File: config.mk
export PLATFORM = sky130hd
export DESIGN_NAME = sram_async_ctrl
export DESIGN_NICKNAME = d
export VERILOG_FILES = /design/src/rtl/sram_ctrl_pkg.sv /design/src/rtl/sram_wait_timer.sv /design/src/rtl/sram_rd_capture.sv /design/src/rtl/sram_ctrl_fsm.sv /design/src/rtl/sram_async_ctrl.sv
export SDC_FILE = /design/constraint.sdc
export NUM_CORES = 1
export LEC_CHECK = 0
export BUFFER_PORTS_ARGS = -buffer_cell sky130_fd_sc_hd__clkbuf_2
export CAP_MARGIN = 10
export CORE_MARGIN = 8
export CORE_UTILIZATION = 45
export DETAILED_ROUTE_END_ITERATION = 10
export PLACE_DENSITY = 0.77
export RECOVER_POWER = 25
export SETUP_SLACK_MARGIN = 0.15
export SLEW_MARGIN = 20
export SYNTH_ARGS = -nofsm -noshare
export SYNTH_HDL_FRONTEND = slang
export SYNTH_SLANG_ARGS = --single-unit
export TNS_END_PERCENT = 20
File: constraint.sdc
create_clock -name clk -period 2.7 [get_ports clk]
set_input_delay 0.27 -clock clk [delete_from_list [all_inputs] [get_ports clk]]
set_output_delay 0.27 -clock clk [all_outputs]
set_load 0.05 [all_outputs]
File: src/rtl/sram_ctrl_pkg.sv
package sram_ctrl_pkg;

    typedef enum logic [2:0] {
        ST_IDLE,
        ST_RD_ACC,
        ST_RD_TURN,
        ST_WR_PULSE,
        ST_WR_TAIL
    } ctrl_state_e;

    typedef struct packed {
        logic ce_n;
        logic we_n;
        logic oe_n;
        logic drive;
    } bus_ctrl_t;

    localparam bus_ctrl_t BUS_IDLE  = '{ce_n: 1'b1, we_n: 1'b1, oe_n: 1'b1, drive: 1'b0};
    localparam bus_ctrl_t BUS_READ  = '{ce_n: 1'b0, we_n: 1'b1, oe_n: 1'b0, drive: 1'b0};
    localparam bus_ctrl_t BUS_WRITE = '{ce_n: 1'b0, we_n: 1'b0, oe_n: 1'b1, drive: 1'b1};
    localparam bus_ctrl_t BUS_HOLD  = '{ce_n: 1'b1, we_n: 1'b1, oe_n: 1'b1, drive: 1'b1};

    function automatic int ns_to_cycles(input int ns, input int period);
        if (ns <= 0) return 0;
        return (ns + period - 1) / period;
    endfunction

    function automatic int max_of(input int a, input int b);
        return (a > b) ? a : b;
    endfunction

    function automatic int width_for(input int n);
        int w;
        w = 1;
        while ((1 << w) <= n) w++;
        return w;
    endfunction

endpackage

File: src/rtl/sram_wait_timer.sv
module sram_wait_timer #(
    parameter int CNT_W = 4
) (
    input  logic             clk,
    input  logic             rst,
    input  logic             load,
    input  logic [CNT_W-1:0] load_val,
    output logic             expired
);
    logic [CNT_W-1:0] cnt;

    always_ff @(posedge clk) begin
        if (rst)            cnt <= '0;
        else if (load)      cnt <= load_val;
        else if (cnt != '0) cnt <= cnt - 1'b1;
    end

    assign expired = (cnt == '0);
endmodule

File: src/rtl/sram_rd_capture.sv
module sram_rd_capture #(
    parameter int DATA_W = 16,
    parameter int LANES  = 2
) (
    input  logic              clk,
    input  logic              rst,
    input  logic              cap_en,
    input  logic [LANES-1:0]  lane_sel,
    input  logic [DATA_W-1:0] dq_in,
    output logic [DATA_W-1:0] rdata
);
    localparam int LANE_W = DATA_W / LANES;

    for (genvar g = 0; g < LANES; g++) begin : g_lane
        always_ff @(posedge clk) begin
            if (rst) begin
                rdata[g*LANE_W +: LANE_W] <= '0;
            end else if (cap_en) begin
                rdata[g*LANE_W +: LANE_W] <= lane_sel[g] ? dq_in[g*LANE_W +: LANE_W]
                                                         : {LANE_W{1'b0}};
            end
        end
    end
endmodule

File: src/rtl/sram_ctrl_fsm.sv
module sram_ctrl_fsm
    import sram_ctrl_pkg::*;
#(
    parameter int ADDR_W    = 18,
    parameter int DATA_W    = 16,
    parameter int LANES     = 2,
    parameter int RD_CYC    = 4,
    parameter int TURN_CYC  = 2,
    parameter int PULSE_CYC = 3,
    parameter int TAIL_CYC  = 1,
    parameter int CNT_W     = 3
) (
    input  logic              clk,
    input  logic              rst,
    input  logic              req,
    input  logic              wr,
    input  logic [ADDR_W-1:0] addr,
    input  logic [LANES-1:0]  mask,
    input  logic [DATA_W-1:0] wdata,
    input  logic              tmr_expired,
    output logic              tmr_load,
    output logic [CNT_W-1:0]  tmr_val,
    output logic              cap_en,
    output logic [LANES-1:0]  cap_lanes,
    output logic              ready,
    output logic [ADDR_W-1:0] mem_addr,
    output bus_ctrl_t         ctrl,
    output logic [LANES-1:0]  lane_n,
    output logic [DATA_W-1:0] dq_out
);
    localparam logic [CNT_W-1:0] RD_LD    = CNT_W'(RD_CYC - 1);
    localparam logic [CNT_W-1:0] TURN_LD  = CNT_W'(TURN_CYC - 1);
    localparam logic [CNT_W-1:0] PULSE_LD = CNT_W'(PULSE_CYC - 1);
    localparam logic [CNT_W-1:0] TAIL_LD  = CNT_W'(TAIL_CYC - 1);

    ctrl_state_e      state, state_nxt;
    bus_ctrl_t        ctrl_nxt;
    logic [LANES-1:0] lane_nxt;
    logic             ready_nxt;
    logic             accept;

    always_comb begin
        state_nxt = state;
        ctrl_nxt  = ctrl;
        lane_nxt  = lane_n;
        ready_nxt = 1'b0;
        accept    = 1'b0;
        tmr_load  = 1'b0;
        tmr_val   = '0;
        cap_en    = 1'b0;
        unique case (state)
            ST_IDLE: begin
                if (req) begin
                    if (mask == '0) begin
                        ready_nxt = 1'b1;
                    end else begin
                        accept   = 1'b1;
                        lane_nxt = ~mask;
                        tmr_load = 1'b1;
                        if (wr) begin
                            state_nxt = ST_WR_PULSE;
                            tmr_val   = PULSE_LD;
                            ctrl_nxt  = BUS_WRITE;
                        end else begin
                            state_nxt = ST_RD_ACC;
                            tmr_val   = RD_LD;
                            ctrl_nxt  = BUS_READ;
                        end
                    end
                end
            end
            ST_RD_ACC: begin
                if (tmr_expired) begin
                    cap_en    = 1'b1;
                    ready_nxt = 1'b1;
                    state_nxt = ST_RD_TURN;
                    tmr_load  = 1'b1;
                    tmr_val   = TURN_LD;
                    ctrl_nxt  = BUS_IDLE;
                    lane_nxt  = '1;
                end
            end
            ST_RD_TURN: begin
                if (tmr_expired) state_nxt = ST_IDLE;
            end
            ST_WR_PULSE: begin
                if (tmr_expired) begin
                    state_nxt = ST_WR_TAIL;
                    tmr_load  = 1'b1;
                    tmr_val   = TAIL_LD;
                    ctrl_nxt  = BUS_HOLD;
                end
            end
            ST_WR_TAIL: begin
                if (tmr_expired) begin
                    state_nxt = ST_IDLE;
                    ready_nxt = 1'b1;
                    ctrl_nxt  = BUS_IDLE;
                    lane_nxt  = '1;
                end
            end
            default: begin
                state_nxt = ST_IDLE;
                ctrl_nxt  = BUS_IDLE;
                lane_nxt  = '1;
            end
        endcase
    end

    assign cap_lanes = ~lane_n;

    always_ff @(posedge clk) begin
        if (rst) begin
            state    <= ST_IDLE;
            ctrl     <= BUS_IDLE;
            lane_n   <= '1;
            ready    <= 1'b0;
            mem_addr <= '0;
            dq_out   <= '0;
        end else begin
            state  <= state_nxt;
            ctrl   <= ctrl_nxt;
            lane_n <= lane_nxt;
            ready  <= ready_nxt;
            if (accept) begin
                mem_addr <= addr;
                dq_out   <= wdata;
            end
        end
    end
endmodule

File: src/rtl/sram_async_ctrl.sv
module sram_async_ctrl
    import sram_ctrl_pkg::*;
#(
    parameter int ADDR_W    = 18,
    parameter int DATA_W    = 16,
    parameter int LANES     = 2,
    parameter int CLK_NS    = 4,
    parameter int T_AA_NS   = 15,
    parameter int T_RC_NS   = 15,
    parameter int T_OHZ_NS  = 7,
    parameter int T_WP_NS   = 12,
    parameter int T_DW_NS   = 8,
    parameter int T_AW_NS   = 12,
    parameter int T_CW_NS   = 12,
    parameter int T_BW_NS   = 12,
    parameter int T_WC_NS   = 15
) (
    input  logic              clk,
    input  logic              rst,
    input  logic              host_req,
    input  logic              host_wr,
    input  logic [ADDR_W-1:0] host_addr,
    input  logic [LANES-1:0]  host_mask,
    input  logic [DATA_W-1:0] host_wdata,
    output logic              host_ready,
    output logic [DATA_W-1:0] host_rdata,
    output logic [ADDR_W-1:0] mem_addr,
    output logic              mem_ce_n,
    output logic              mem_we_n,
    output logic              mem_oe_n,
    output logic [LANES-1:0]  mem_lane_n,
    output logic [DATA_W-1:0] mem_dq_out,
    output logic              mem_dq_drive,
    input  logic [DATA_W-1:0] mem_dq_in
);
    localparam int RD_CYC    = max_of(1, max_of(ns_to_cycles(T_AA_NS, CLK_NS),
                                                ns_to_cycles(T_RC_NS, CLK_NS)));
    localparam int TURN_CYC  = max_of(1, ns_to_cycles(T_OHZ_NS, CLK_NS));
    localparam int PULSE_CYC = max_of(1,
                               max_of(ns_to_cycles(T_WP_NS, CLK_NS),
                               max_of(ns_to_cycles(T_DW_NS, CLK_NS),
                               max_of(ns_to_cycles(T_AW_NS, CLK_NS),
                               max_of(ns_to_cycles(T_CW_NS, CLK_NS),
                                      ns_to_cycles(T_BW_NS, CLK_NS))))));
    localparam int TAIL_CYC  = max_of(1, ns_to_cycles(T_WC_NS, CLK_NS) - PULSE_CYC);
    localparam int CNT_W     = width_for(max_of(max_of(RD_CYC, TURN_CYC),
                                                max_of(PULSE_CYC, TAIL_CYC)));

    logic             tmr_load;
    logic [CNT_W-1:0] tmr_val;
    logic             tmr_expired;
    logic             cap_en;
    logic [LANES-1:0] cap_lanes;
    bus_ctrl_t        ctrl;

    sram_wait_timer #(.CNT_W(CNT_W)) u_timer (
        .clk      (clk),
        .rst      (rst),
        .load     (tmr_load),
        .load_val (tmr_val),
        .expired  (tmr_expired)
    );

    sram_ctrl_fsm #(
        .ADDR_W    (ADDR_W),
        .DATA_W    (DATA_W),
        .LANES     (LANES),
        .RD_CYC    (RD_CYC),
        .TURN_CYC  (TURN_CYC),
        .PULSE_CYC (PULSE_CYC),
        .TAIL_CYC  (TAIL_CYC),
        .CNT_W     (CNT_W)
    ) u_fsm (
        .clk         (clk),
        .rst         (rst),
        .req         (host_req),
        .wr          (host_wr),
        .addr        (host_addr),
        .mask        (host_mask),
        .wdata       (host_wdata),
        .tmr_expired (tmr_expired),
        .tmr_load    (tmr_load),
        .tmr_val     (tmr_val),
        .cap_en      (cap_en),
        .cap_lanes   (cap_lanes),
        .ready       (host_ready),
        .mem_addr    (mem_addr),
        .ctrl        (ctrl),
        .lane_n      (mem_lane_n),
        .dq_out      (mem_dq_out)
    );

    sram_rd_capture #(.DATA_W(DATA_W), .LANES(LANES)) u_capture (
        .clk      (clk),
        .rst      (rst),
        .cap_en   (cap_en),
        .lane_sel (cap_lanes),
        .dq_in    (mem_dq_in),
        .rdata    (host_rdata)
    );

    assign mem_ce_n     = ctrl.ce_n;
    assign mem_we_n     = ctrl.we_n;
    assign mem_oe_n     = ctrl.oe_n;
    assign mem_dq_drive = ctrl.drive;
endmodule

==> impl_metrics.ini <==
[outcome]
status = completed

[timing]
slew_headroom_pct = 57.4
rsz0062_at_grt = no
fin_crit_ns = 1.97
period_share_pct = 72.9
clock.fmax_mhz = 508
fin_worst_skew_ns = 0.00955
timing.final.hold_violations = 0
maxSlewViolCount = 0
worst_pin_slew_ns = 0.638
finalSetupViolCount = 0
setup_tns_ns = 0

[logic_synthesis]
synth_xor_area_share_pct = 0
yosys.area_share.simple_pct = 26.1
netlist_area_um2 = 2460
synth_top_family_by_area = simple AND/OR/NAND/NOR gates
synth_fa_ha_area_share_pct = 1.02
synth_edf_count = 0
ys.flop_type = dfxtp_1
syn_nets = 359
synth_cells = 301
yosysWarnings = 0
synth.area.mux_share_pct = 0.458
ys_seq_area_share_pct = 51.3
synth-seq-cells = 63
avgSynthCellArea_um2 = 8.16
synth_compound_area_share_pct = 16.6
synth_cell_types = 35
synthArstFlopShare_pct = 0

[clocking]
clk_path_buf_depth = 2
numCtsBuffers = 9
cts_setup_buffers = 0
cts_tree = done
clkSlewWorstSetupHoldPaths_ns = 0.07
cts_root_buf = clkbuf_8
clk_latency_ns = 0.32
cts_resized = 0
cts_htree_levels = 3
hold_buffers = 0
cts_sinks = 63

[floorplan]
rows = 27
die_h_um = 89.9
io_pins = 113
dieArea_um2 = 8080
initial_core_util_pct = 45.4
dieWidth_um = 89.9
design.core.area_um2 = 5410

[cells_and_area]
final_util_pct = 60.0
design_area_um2 = 3250
diodes = 0
syn_to_final_growth_pct = 32.1
ff_latch_area_um2 = 1260
multi_input_area_um2 = 1090
layout.nets = 467
drive_gt1_share_pct = 26.6
nFillCells = 518

[worst_setup_path]
cp_max_fo = 6
crit_type = flip-flop to flip-flop
crit_family = simple AND/OR/NAND/NOR gates
crit_arrival_ns = 2.19
startpoint_type = flip-flop
cp_num_buf_inv = 1
path_cells = inv_1, ha_1, ha_1, or4b_4, a21boi_1, a21o_1, a21o_1
cp.required_ns = 2.92
critPathCaptureType = flip-flop
slowest_delay_ns = 0.52
cp_slowest_cell = or4b_4

[power_and_ir_drop]
total_power_uw = 2840
leakage_uw = 0.00135
vdd_drop_max_mv = 0.466
p_per_area_nw_per_um2 = 875

[run]
cap_violations = 0

[placed_design]
gp_congestion = 0.817
dpl.hpwl_um = 4770
io_buffers = 112
place_area_um2 = 3080

[grt]
grt.total_usage_pct = 16.2
grt_max_degree = 32
overflow = 0
grt_pass1_vias = 2345
grt_pass1_wl_um = 11100
antenna_found_initial = 0

[route]
num_vias = 2375
wl_per_cell_um = 13.6
dr.pass1.iters = 4
first_iter_violations = 146
drc = 0
routed_via_density = 4.89
ant_nets = 0
wl_um = 6600

[worst_hold_path]
hold_path_class = primary input to flip-flop
-- layout make-up --
| type | count | share of cell area, % |
|---|---|---|
| timing repair buffer | 120 | 18.0 |
| tap | 72 | 2.78 |
| inverter | 4 | 0.463 |
| sequential | 63 | 38.9 |
| clock inverter | 4 | 2.16 |
| clock buffer | 12 | 4.16 |
| multi-input combinational | 211 | 33.6 |
-- worst paths after layout --
check | from | to | slack [ns] | depth (start not counted)
worst min-delay path | host_wdata[14] | u_fsm.dq_out[14] | 0.16 | 3
worst min register to register | u_fsm.dq_out[2] | u_fsm.dq_out[2] | 0.45 | 2
worst max register to register | u_timer.cnt[0] | u_fsm.lane_n[0] | 0.73 | 7
worst max-delay path | u_timer.cnt[0] | u_fsm.lane_n[0] | 0.73 | 7
-- sequential cells by signal (all words and copies together), names as in the netlist --
register,cells
u_fsm.lane_n,2
u_fsm.mem_addr,18
u_fsm.dq_out,16
u_fsm.ready,1
u_fsm.state,3
u_fsm.ctrl,4
u_timer.cnt,3
u_capture.rdata,16
-- per-stage QoR --
step	hold WS (ns)	setup WS [ns]	instances
final	0.163	0.732	486
after CTS	0.142	0.724	486
after global routing	0.144	0.625	486
after global placement	0.439	0.768	470
after detailed placement	0.445	0.731	470
after floorplan	0.406	0.753	301
-- routing by layer --
metal  wire length [µm]  vias up  GRT usage [%]
met5                  0        -              0
met4                 37        0           6.66
li1                   -     1226              -
met3                602        4           7.15
met1               3040     1061           20.1
met2               2910       84           23.9
-- cells in the mapped netlist (all sizes together) (3+ instances only) --
master  number  area (µm²)
nand2       88         330
dfxtp       63        1260
a21oi       56         280
nand3b      17         128
clkbuf      14        52.6
buf          9        42.5
nor2         7        26.3
a21o         4        30.0
a31oi        4        25.0
inv          4        15.0
nor3         4        20.0
o21ai        4        23.8
nor2b        3        18.8
-- tightest hold or removal path, delay by kind of cell --
family / cells / cell delay (ns)
and+or+nand+nor: 1 / 0.04
AOI/OAI and AO/OA: 1 / 0.05
buffers and inverters: 1 / 0.08
-- power breakdown --
group,internal (µW),leakage (µW),switching [µW]
clock network,518,0.000104,328
registers,1030,0.000514,81.7
logic,270,0.000728,608
-- cells by family (layout without fill, tap and decap cells) --
family,Yosys count,count (layout)
simple gates,134,134
compound gates,74,74
flops,63,63
buf+inv,27,140
fa+ha+maj,2,2
mux,1,1
-- cell usage in the layout, fill, tap and decap left out --
cell type	Yosys	final
nor3b_2	1	1
clkbuf_1	14	33
inv_1	4	4
nand2_1	88	88
or3b_1	1	1
clkinv_2	0	2
dfxtp_1	63	63
nand3b_1	17	17
clkbuf_2	0	82
mux2_2	1	1
nor3b_1	1	1
a21o_1	4	4
a21boi_1	1	1
nor4_1	2	1
nand4b_1	1	1
o21bai_1	2	2
o21ai_0	3	3
or2_2	1	1
and3_1	1	1
a31oi_1	4	4
and2_1	1	1
nor2_1	7	7
nor2b_1	3	3
ha_1	2	2
or4b_2	1	1
a21oi_1	56	56
nand2b_1	2	2
a211o_1	1	1
buf_4	0	8
or4b_4	1	1
nand3_1	1	1
a2111oi_0	1	1
or4_1	1	1
nor4_2	0	1
o21ai_2	1	1
clkbuf_8	0	9
nor3_1	4	4
bufinv_16	0	2
o221ai_1	1	1
Power figures use the tool's default switching activity.
